$ cat config.mk
export PLATFORM = sky130hd
export DESIGN_NAME = cap_timer16
export DESIGN_NICKNAME = d
export VERILOG_FILES = /design/src/rtl/cap_timer_pkg.sv /design/src/rtl/cap_timer_sync.sv /design/src/rtl/cap_timer_count.sv /design/src/rtl/cap_timer16.sv
export SDC_FILE = /design/constraint.sdc
export NUM_CORES = 1
export LEC_CHECK = 0
export BUFFER_PORTS_ARGS = -buffer_cell sky130_fd_sc_hd__buf_2
export CORE_AREA = 5 5 136 138
export CTS_CLUSTER_DIAMETER = 50
export CTS_CLUSTER_SIZE = 28
export DETAILED_ROUTE_END_ITERATION = 12
export DIE_AREA = 0 0 141 143
export PLACE_DENSITY = 0.53
export SLEW_MARGIN = 20
export SYNTH_ARGS = -nofsm -noshare
export SYNTH_HDL_FRONTEND = slang
export SYNTH_SLANG_ARGS = --single-unit
$ cat constraint.sdc
create_clock -name clk -period 5.23 [get_ports clk]
set_input_delay 0.523 -clock clk [delete_from_list [all_inputs] [get_ports clk]]
set_output_delay 0.523 -clock clk [all_outputs]
set_load 0.01 [all_outputs]
$ cat src/rtl/cap_timer_pkg.sv
package cap_timer_pkg;

    typedef enum logic [1:0] {
        CM_UP   = 2'b00,
        CM_CLR  = 2'b01,
        CM_DS1  = 2'b10,
        CM_DS2  = 2'b11
    } cmode_e;

    // control byte, MSB first: evt, oe, dcen, pin_en, cap, cmode, run
    typedef struct packed {
        logic   evt;
        logic   oe;
        logic   steer;
        logic   pin_en;
        logic   cap;
        cmode_e cmode;
        logic   run;
    } ctrl_t;

    localparam logic [1:0] ADDR_CNT  = 2'd0;
    localparam logic [1:0] ADDR_RLD  = 2'd1;
    localparam logic [1:0] ADDR_CTRL = 2'd2;
    localparam logic [1:0] ADDR_FLAG = 2'd3;

endpackage

$ cat src/rtl/cap_timer_sync.sv
module cap_timer_sync #(
    parameter int STAGES = 2
) (
    input  logic clk,
    input  logic rst_n,
    input  logic pin_i,
    output logic lvl_o,
    output logic fall_o
);
    // sh[0..STAGES-1] synchronizer, sh[STAGES] history flop
    logic [STAGES:0] sh_d, sh_q;

    always_comb begin
        sh_d = {sh_q[STAGES-1:0], pin_i};
    end

    always_ff @(posedge clk or negedge rst_n) begin
        if (!rst_n) sh_q <= '1;
        else        sh_q <= sh_d;
    end

    assign lvl_o  = sh_q[STAGES-1];
    assign fall_o = sh_q[STAGES] & ~sh_q[STAGES-1];

endmodule

$ cat src/rtl/cap_timer_count.sv
module cap_timer_count
    import cap_timer_pkg::*;
#(
    parameter int W = 16
) (
    input  logic         clk,
    input  logic         rst_n,
    input  logic         adv_i,
    input  logic         run_i,
    input  logic         cap_i,
    input  cmode_e       cmode_i,
    input  logic         steer_i,
    input  logic         up_lvl_i,
    input  logic [W-1:0] rld_i,
    input  logic         wr_i,
    input  logic [W-1:0] wdata_i,
    output logic [W-1:0] cnt_o,
    output logic         ovf_o
);
    localparam logic [W-1:0] MAXV = '1;
    localparam logic [W-1:0] ONE  = W'(1);

    typedef struct packed {
        logic [W-1:0] cnt;
        logic [W-1:0] top;
        logic         down;
    } cnt_st_t;

    cnt_st_t st_d, st_q;

    always_comb begin
        st_d  = st_q;
        ovf_o = 1'b0;
        if (wr_i) begin
            st_d.cnt = wdata_i;
        end else if (adv_i) begin
            if (cap_i) begin
                st_d.cnt = st_q.cnt + ONE;
                ovf_o    = (st_q.cnt == MAXV);
            end else begin
                case (cmode_i)
                    CM_UP: begin
                        if (steer_i && !up_lvl_i) begin
                            if (st_q.cnt == rld_i) begin
                                st_d.cnt = MAXV;
                                ovf_o    = 1'b1;
                            end else begin
                                st_d.cnt = st_q.cnt - ONE;
                            end
                        end else if (st_q.cnt == MAXV) begin
                            st_d.cnt = rld_i;
                            ovf_o    = 1'b1;
                        end else begin
                            st_d.cnt = st_q.cnt + ONE;
                        end
                    end
                    CM_CLR: begin
                        if (st_q.cnt == rld_i) begin
                            st_d.cnt = '0;
                            ovf_o    = 1'b1;
                        end else begin
                            st_d.cnt = st_q.cnt + ONE;
                        end
                    end
                    default: begin
                        if (!st_q.down) begin
                            if (st_q.cnt >= st_q.top) begin
                                st_d.down = 1'b1;
                                st_d.cnt  = (st_q.cnt == '0) ? '0 : st_q.cnt - ONE;
                                if (cmode_i == CM_DS2) st_d.top = rld_i;
                            end else begin
                                st_d.cnt = st_q.cnt + ONE;
                            end
                        end else if (st_q.cnt == '0) begin
                            st_d.down = 1'b0;
                            st_d.cnt  = ONE;
                            st_d.top  = rld_i;
                            ovf_o     = 1'b1;
                        end else begin
                            st_d.cnt = st_q.cnt - ONE;
                        end
                    end
                endcase
            end
        end
        if (!run_i) begin
            st_d.top  = rld_i;
            st_d.down = 1'b0;
        end
    end

    always_ff @(posedge clk or negedge rst_n) begin
        if (!rst_n) st_q <= '0;
        else        st_q <= st_d;
    end

    assign cnt_o = st_q.cnt;

    AST_HOLD_WHEN_IDLE: assert property (@(posedge clk) disable iff (!rst_n)
        (!adv_i && !wr_i) |=> $stable(cnt_o));

    AST_OVF_NEEDS_ADV: assert property (@(posedge clk) disable iff (!rst_n)
        ovf_o |-> (adv_i && !wr_i));

    AST_CAP_WRAP: assert property (@(posedge clk) disable iff (!rst_n)
        (adv_i && !wr_i && cap_i && cnt_o == MAXV) |=> (cnt_o == '0));

    AST_DS_BOTTOM_TURN: assert property (@(posedge clk) disable iff (!rst_n)
        (adv_i && !wr_i && !cap_i && cmode_i[1] && st_q.down && cnt_o == '0)
            |=> (cnt_o == ONE && !st_q.down));

endmodule

$ cat src/rtl/cap_timer16.sv
module cap_timer16
    import cap_timer_pkg::*;
#(
    parameter int W           = 16,
    parameter int SYNC_STAGES = 2
) (
    input  logic         clk,
    input  logic         rst_n,
    input  logic         tick_i,
    input  logic         ext_pin_i,
    input  logic         bus_wr_i,
    input  logic [1:0]   bus_addr_i,
    input  logic [W-1:0] bus_wdata_i,
    output logic [W-1:0] bus_rdata_o,
    output logic         irq_o,
    output logic         out_pin_o
);
    localparam int CTRL_W = $bits(ctrl_t);

    typedef struct packed {
        ctrl_t        ctrl;
        logic [W-1:0] rld;
        logic         ovf_flag;
        logic         ext_flag;
        logic         opin;
    } top_st_t;

    top_st_t st_d, st_q;

    logic         pin_lvl, pin_fall;
    logic [W-1:0] cnt;
    logic         ovf;
    logic         adv, cap_ev, ext_ev;
    logic         wr_cnt, wr_rld, wr_ctrl, wr_flag;

    cap_timer_sync #(.STAGES(SYNC_STAGES)) u_sync (
        .clk    (clk),
        .rst_n  (rst_n),
        .pin_i  (ext_pin_i),
        .lvl_o  (pin_lvl),
        .fall_o (pin_fall)
    );

    cap_timer_count #(.W(W)) u_count (
        .clk      (clk),
        .rst_n    (rst_n),
        .adv_i    (adv),
        .run_i    (st_q.ctrl.run),
        .cap_i    (st_q.ctrl.cap),
        .cmode_i  (st_q.ctrl.cmode),
        .steer_i  (st_q.ctrl.steer & st_q.ctrl.pin_en),
        .up_lvl_i (pin_lvl),
        .rld_i    (st_q.rld),
        .wr_i     (wr_cnt),
        .wdata_i  (bus_wdata_i),
        .cnt_o    (cnt),
        .ovf_o    (ovf)
    );

    always_comb begin
        wr_cnt  = bus_wr_i && (bus_addr_i == ADDR_CNT);
        wr_rld  = bus_wr_i && (bus_addr_i == ADDR_RLD);
        wr_ctrl = bus_wr_i && (bus_addr_i == ADDR_CTRL);
        wr_flag = bus_wr_i && (bus_addr_i == ADDR_FLAG);
        adv     = st_q.ctrl.run & tick_i;
        cap_ev  = st_q.ctrl.cap & st_q.ctrl.pin_en & pin_fall;
        ext_ev  = st_q.ctrl.pin_en & pin_fall &
                  (st_q.ctrl.cap | !(st_q.ctrl.cmode == CM_UP && st_q.ctrl.steer));

        st_d = st_q;
        if (wr_ctrl) st_d.ctrl = ctrl_t'(bus_wdata_i[CTRL_W-1:0]);
        if (cap_ev)      st_d.rld = cnt;
        else if (wr_rld) st_d.rld = bus_wdata_i;
        if (wr_flag && !bus_wdata_i[0]) st_d.ovf_flag = 1'b0;
        if (wr_flag && !bus_wdata_i[1]) st_d.ext_flag = 1'b0;
        if (ovf)    st_d.ovf_flag = 1'b1;
        if (ext_ev) st_d.ext_flag = 1'b1;
        if (ovf && st_q.ctrl.oe && !st_q.ctrl.evt) st_d.opin = ~st_q.opin;
    end

    always_ff @(posedge clk or negedge rst_n) begin
        if (!rst_n) st_q <= '0;
        else        st_q <= st_d;
    end

    always_comb begin
        case (bus_addr_i)
            ADDR_CNT:  bus_rdata_o = cnt;
            ADDR_RLD:  bus_rdata_o = st_q.rld;
            ADDR_CTRL: bus_rdata_o = {{(W-CTRL_W){1'b0}}, st_q.ctrl};
            default:   bus_rdata_o = {{(W-2){1'b0}}, st_q.ext_flag, st_q.ovf_flag};
        endcase
    end

    assign irq_o     = st_q.ovf_flag | st_q.ext_flag;
    assign out_pin_o = st_q.opin;

    AST_CAPTURE_COPY: assert property (@(posedge clk) disable iff (!rst_n)
        cap_ev |=> (st_q.rld == $past(cnt)));

    AST_OVF_FLAG_WINS: assert property (@(posedge clk) disable iff (!rst_n)
        ovf |=> irq_o);

    AST_PIN_TOGGLES: assert property (@(posedge clk) disable iff (!rst_n)
        (ovf && st_q.ctrl.oe && !st_q.ctrl.evt) |=> (out_pin_o != $past(out_pin_o)));

    AST_PIN_QUIET: assert property (@(posedge clk) disable iff (!rst_n)
        !ovf |=> $stable(out_pin_o));

endmodule

# After elaboration in Yosys (flattened, before gate mapping)
# Index checks and enable logic that the tools add are counted.
# word_totals
register_bits	63
output_inout_bits	18
input_bits	23
wordCells	103
# op_classes
addsub	2
magnitude_cmp	1
bitwise_logic	11
reduce_logical	25
eq_ne	14
mux	35
# op_table
cell	n
16-bit two-way mux	12
17-bit two-way mux	6
33-bit two-way mux	2
16-bit one-hot mux with 3 select lines	1
16-bit one-hot mux with 2 select lines	1
16-bit by 1-bit adder with 16-bit output (second input constant)	1
16-bit == test	1
16-bit == test (second input constant)	1
16-bit greater-or-equal comparator	1
16-bit logical NOT	1
16-bit by 1-bit subtractor with 16-bit output (second input constant)	1
1-bit two-way mux	12
1-bit logical AND	10
2-bit nonzero test	4
1-bit bitwise AND	7
7-bit AND reduction	1
2-bit == test (second input constant)	3
2-bit != test (second input constant)	3
3-bit by 1-bit != test with 1-bit output (second input constant)	2
1-bit logical NOT	5
2-bit by 1-bit == test with 1-bit output (second input constant)	2
2-bit logical NOT	2
4-bit AND reduction	1
3-bit != test (second input constant)	1
other kinds (5)	7

# Logic depth before layout (Yosys ltp)
# logic_depth
depth_word	9
depth_mapped	12

# By module
# Synthesis repeated with hierarchy kept, for this count alone.
# unflattened
hier_cells	687
area_unflattened_um2	5605.4
# modules_own_cells
mod	cells_each	area_per_inst_um2	instances
cap_timer_count	520	4026.4	1
cap_timer16	163	1486.4	1
cap_timer_sync	4	92.6	1

# Worst setup path after synthesis
# OpenSTA, ideal clock, no wires.
# synth_timing
path_kind	register -> register
startpoint	register u_count.st_q (netlist bit u_count.cnt_o[0])
endpoint	register u_count.st_q[10] (netlist bit)
arrival_ns	2.469
setup_time_ns	0.128
path_buffers	2
slack_ns	2.633
path_stages_with_launch	12
required_time_ns	5.102
cell_sequence	dfrtp_1 buf_2 inv_1 ha_1 o21ai_0 a221o_1 a21oi_2 nor2_1 a2bb2oi_1 o21ai_4 buf_4 mux2_1
# synth_via
elab_chain_len	3
# synth_rtl
item	line_no	rtl
start, declared	cap_timer_count.sv:29	cnt_st_t st_d, st_q;
start signal, assigned	cap_timer_count.sv:94	else st_q <= st_d;
16-bit greater-or-equal comparator or 16-bit logical NOT (tied branches)	cap_timer_count.sv:67, cap_timer_count.sv:74	
3-bit by 1-bit != test with 1-bit output (no source line) or 3-bit != test (tied branches)	-	
7-bit AND reduction (no source line) *	-	
# Mark *: on every way between the ends. The rest lies on a longest branch, timed or not.
# A chain may end at the register's enable or synchronous reset.

# Worst setup path in the final report
# layout_timing
startpoint	register u_count.st_q (netlist bit u_count.cnt_o[9])
endpoint	register u_count.st_q (netlist bit u_count.cnt_o[5])
# layout_via
elab_chain_len	8
# layout_rtl
item	line_no	rtl
branches (longest 4 deep; another with 16-bit greater-or-equal comparator)	-	
16-bit one-hot mux with 2 select lines *	cap_timer_count.sv:41	case (cmode_i)
16-bit two-way mux *	cap_timer_count.sv:37	if (cap_i) begin
33-bit two-way mux *	cap_timer_count.sv:36	end else if (adv_i) begin
16-bit two-way mux *	cap_timer_count.sv:34	if (wr_i) begin
# Mark *: on every way between the ends. The select of a mux whose other input is x is not followed.

==> results.ini <==
[place]
pre_cts_ws_ns=1.90
place_congestion=0.910
place_hpwl_mm=12.6
io_buffers=40

[timing]
worst_pin_slew_ns=0.877
worst_slack_ns=1.95
min_period_over_period_pct=62.8
clock_skew_ns=0.0102
max_freq_mhz=304
setup_viol=0
period_needed_ns=3.28
finalHoldViolCount=0
drv_slew=0
hold_slack_ns=0.286
rsz0062_at_grt=false
finalSetupTns_ns=0
maxSlewHeadroom_pct=40.9

[global_route]
grt_overflow_total=0
antenna_found_initial=0
grt_pass1_wl_mm=28.2
grt_max_degree=64
grt_pass1_vias=4724
grtUsageTotal_pct=18.3

[synthesis]
ys.flop_type=dfrtp_1
ys_ff_latch=63
yosysWarnings=0
synth_top_cell_by_area=dfrtp_1
synth_top_area_share_pct=29.8
synth_edf_count=0
yosysSeqAreaShare_pct=31.3
synth_cell_types=73
synth.area.top_cells=dfrtp_1 (30%), mux2i_1 (6.7%), a21oi_1 (5.1%)
syn_area_per_cell_um2=8.50
syn_inst=593
syn-num-nets=634
netlist_area_um2=5040
async_flop_share_pct=100

[setup_path]
cp.required_ns=5.45
crit_path_top_delay_cell=o311ai_2
critPathMaxFanout=16
crit_family=compound AO/OA/AOI/OAI gates
crit_chain=ha_1 -> a21oi_1 -> o21ai_1 -> o21ai_0 -> a21oi_2 -> o311ai_2 -> buf_4 -> or4_1 -> nand3_1 -> o32a_1
critPathKind=register to register
arrival_ns=3.51
rr_endpoint=u_count.cnt_o[5]
worst_setup_path_start_kind=register
endpoint_kind=register
worst-path-buf-inv=1
slowest_delay_ns=0.75
worst-r2r-cell-count=10
worstReg2RegStart=u_count.cnt_o[9]
r2r_slack_ns=1.95

[floorplan]
start_util_pct=29.6
die_h_um=143
num_rows=48
io_pins=41
die_area_um2=20200
die_w_um=141
core_area_um2=17100

[clock_network]
post_cts_buffers=0
holdBufCountCts=0
cts_root_buf=clkbuf_16
cts_buffers=9
cts.sinks=63
clk_transition_reported_paths_ns=0.05
cts_tree=built
clk_latency_ns=0.34
cts_resized=0
htreeDepth=3
clockBufferDepth=2

[finish]
fillers=1823
multi_input_area_um2=3150
fin_util_pct=33.1
antenna_cells=0
drive_above_1_share_pct=16.6
regArea_um2=1580
fin_nets=650
synthToLayoutAreaGrowth_pct=12.1

[pwr]
swShare_pct=46.1
p_clk_share_pct=19.0
power_w=0.00300
powerDensity_nw_per_um2=531
vdd_ir_drop_max_mv=0.215
p_int_w=0.00162
switchingPower_w=0.00138
leakage_nw=2.42
seq_power_share_pct=36.0
comb_power_share_pct=45.0

[hold_path]
hp-start=ext_pin_i
min_path_cells=1
hold_end=u_sync.sh_q[0]
hold_path.class=input port to register

[run_status]
status=complete, no violations

[drt]
drt_wl_total_mm=18.1
vias=4704
drcViolationCount=0
firstDrtPassIters=5
drtIter0Drc=442
final_antenna_net_count=0
wl_per_cell_um=21.5
vias_per_cell=5.61

[flow_run]
max_cap_violations=0

==> how the worst max path moves through the flow <==
stage                                 from                end  slack, ns  cells past startpoint
final                     u_count.cnt_o[9]   u_count.cnt_o[5]       1.95                     10
after global routing      u_count.cnt_o[0]  u_count.cnt_o[11]       1.80                      9
after CTS                 u_count.cnt_o[9]   u_count.cnt_o[5]       1.99                     10
after detailed placement     bus_addr_i[0]   u_count.cnt_o[1]       1.90                      6
after global placement    u_count.cnt_o[9]   u_count.cnt_o[5]       1.71                     10
after floorplan           u_count.cnt_o[0]   u_count.st_q[10]       2.63                     11
==> area by class of cell <==
class	instances	share of cell area, %
Multi-Input combinational cell	460	55.7
Sequential cell	63	28.0
Tap cell	225	4.98
Clock buffer	15	4.91
Timing Repair Buffer	47	4.47
Inverter	28	1.86
Clock inverter	1	0.0885
==> layer usage <==
| metal | vias up | wire (um) | GRT usage [%] |
|---|---|---|---|
| met1 | 2294 | 7960 | 25.2 |
| li1 | 2159 | - | - |
| met3 | 26 | 1330 | 3.82 |
| met4 | 0 | 318 | 5.81 |
| met5 | - | 0 | 0 |
| met2 | 225 | 8460 | 28.8 |
==> cells by family after synthesis <==
kind of cell / count (synthesis) / share of synthesized area, %
AOI/OAI and AO/OA: 143 / 17.8
xor gates and xnor gates: 41 / 7.12
adders and majority gates: 18 / 4.47
buffers and inverters: 70 / 6.43
DFF: 63 / 31.3
muxes: 58 / 12.6
and+or+nand+nor: 200 / 20.3
==> stage by stage <==
step / instances / cell area [um^2]
floorplan: 593 / 5040
global placement: 823 / 5360
detailed placement: 823 / 5370
CTS: 839 / 5650
global route: 839 / 5650
finish: 839 / 5650
==> sequential cells by signal, summed over array words and instances, names as in the netlist <==
signal	count
out_pin_o	1
u_sync.sh_q	3
u_count.cnt_o	16
u_count.st_q	17
st_q	26
==> placed cells by master, fill, tap and decap left out, types with 4 or more instances in the layout <==
| cell type | count |
|---|---|
| and3_1 | 4 |
| mux2i_1 | 34 |
| o21ai_1 | 8 |
| and4_1 | 5 |
| nor2_1 | 65 |
| dfrtp_1 | 60 |
| nor3b_1 | 4 |
| clkbuf_16 | 9 |
| xnor2_1 | 19 |
| nor4_1 | 7 |
| a21oi_1 | 51 |
| a211oi_1 | 6 |
| a31oi_1 | 4 |
| nor2b_1 | 5 |
| mux2_1 | 8 |
| ha_1 | 18 |
| nand4_1 | 7 |
| buf_2 | 40 |
| buf_4 | 7 |
| nand3_1 | 21 |
| inv_1 | 28 |
| o211ai_1 | 5 |
| xor2_1 | 22 |
| or3_1 | 6 |
| mux2_2 | 14 |
| or2_2 | 5 |
| nand2_1 | 40 |
| o21ai_0 | 36 |
| nor3_1 | 12 |
==> Yosys cell counts, types with 3 or more instances <==
| library cell | n |
|---|---|
| o21ai_1 | 8 |
| or2_2 | 5 |
| buf_6 | 4 |
| nor2b_1 | 5 |
| nand3_1 | 21 |
| nand2_1 | 40 |
| buf_2 | 12 |
| nor2_1 | 65 |
| o211ai_1 | 5 |
| nand4_1 | 7 |
| o221ai_1 | 3 |
| or3_1 | 6 |
| dfstp_2 | 3 |
| mux2i_1 | 34 |
| nor3_1 | 12 |
| xnor2_1 | 19 |
| and2_1 | 3 |
| mux2_1 | 8 |
| o31ai_1 | 3 |
| o21ai_0 | 36 |
| a21oi_1 | 51 |
| a211oi_1 | 6 |
| o311ai_1 | 3 |
| ha_1 | 18 |
| and4_1 | 5 |
| inv_1 | 28 |
| dfrtp_1 | 60 |
| clkbuf_1 | 19 |
| buf_4 | 4 |
| nor3b_1 | 5 |
| a31oi_1 | 4 |
| nor4_1 | 7 |
| mux2_2 | 14 |
| and3_1 | 4 |
| xor2_1 | 22 |
==> power groups by stage <==
| stage | logic [W] | registers [W] | clock network (W) |
|---|---|---|---|
| 2_1_floorplan | 0.00116 | 0.000826 | 0 |
| 3_3_place_gp | 0.00132 | 0.00106 | 0 |
| 3_5_place_dp | 0.00133 | 0.00107 | 0 |
| 4_1_cts | 0.00134 | 0.00107 | 0.000585 |
| 5_1_grt | 0.00149 | 0.00111 | 0.000608 |
| 6_report | 0.00135 | 0.00108 | 0.000571 |
No activity file was read; power rests on OpenSTA's default activity.
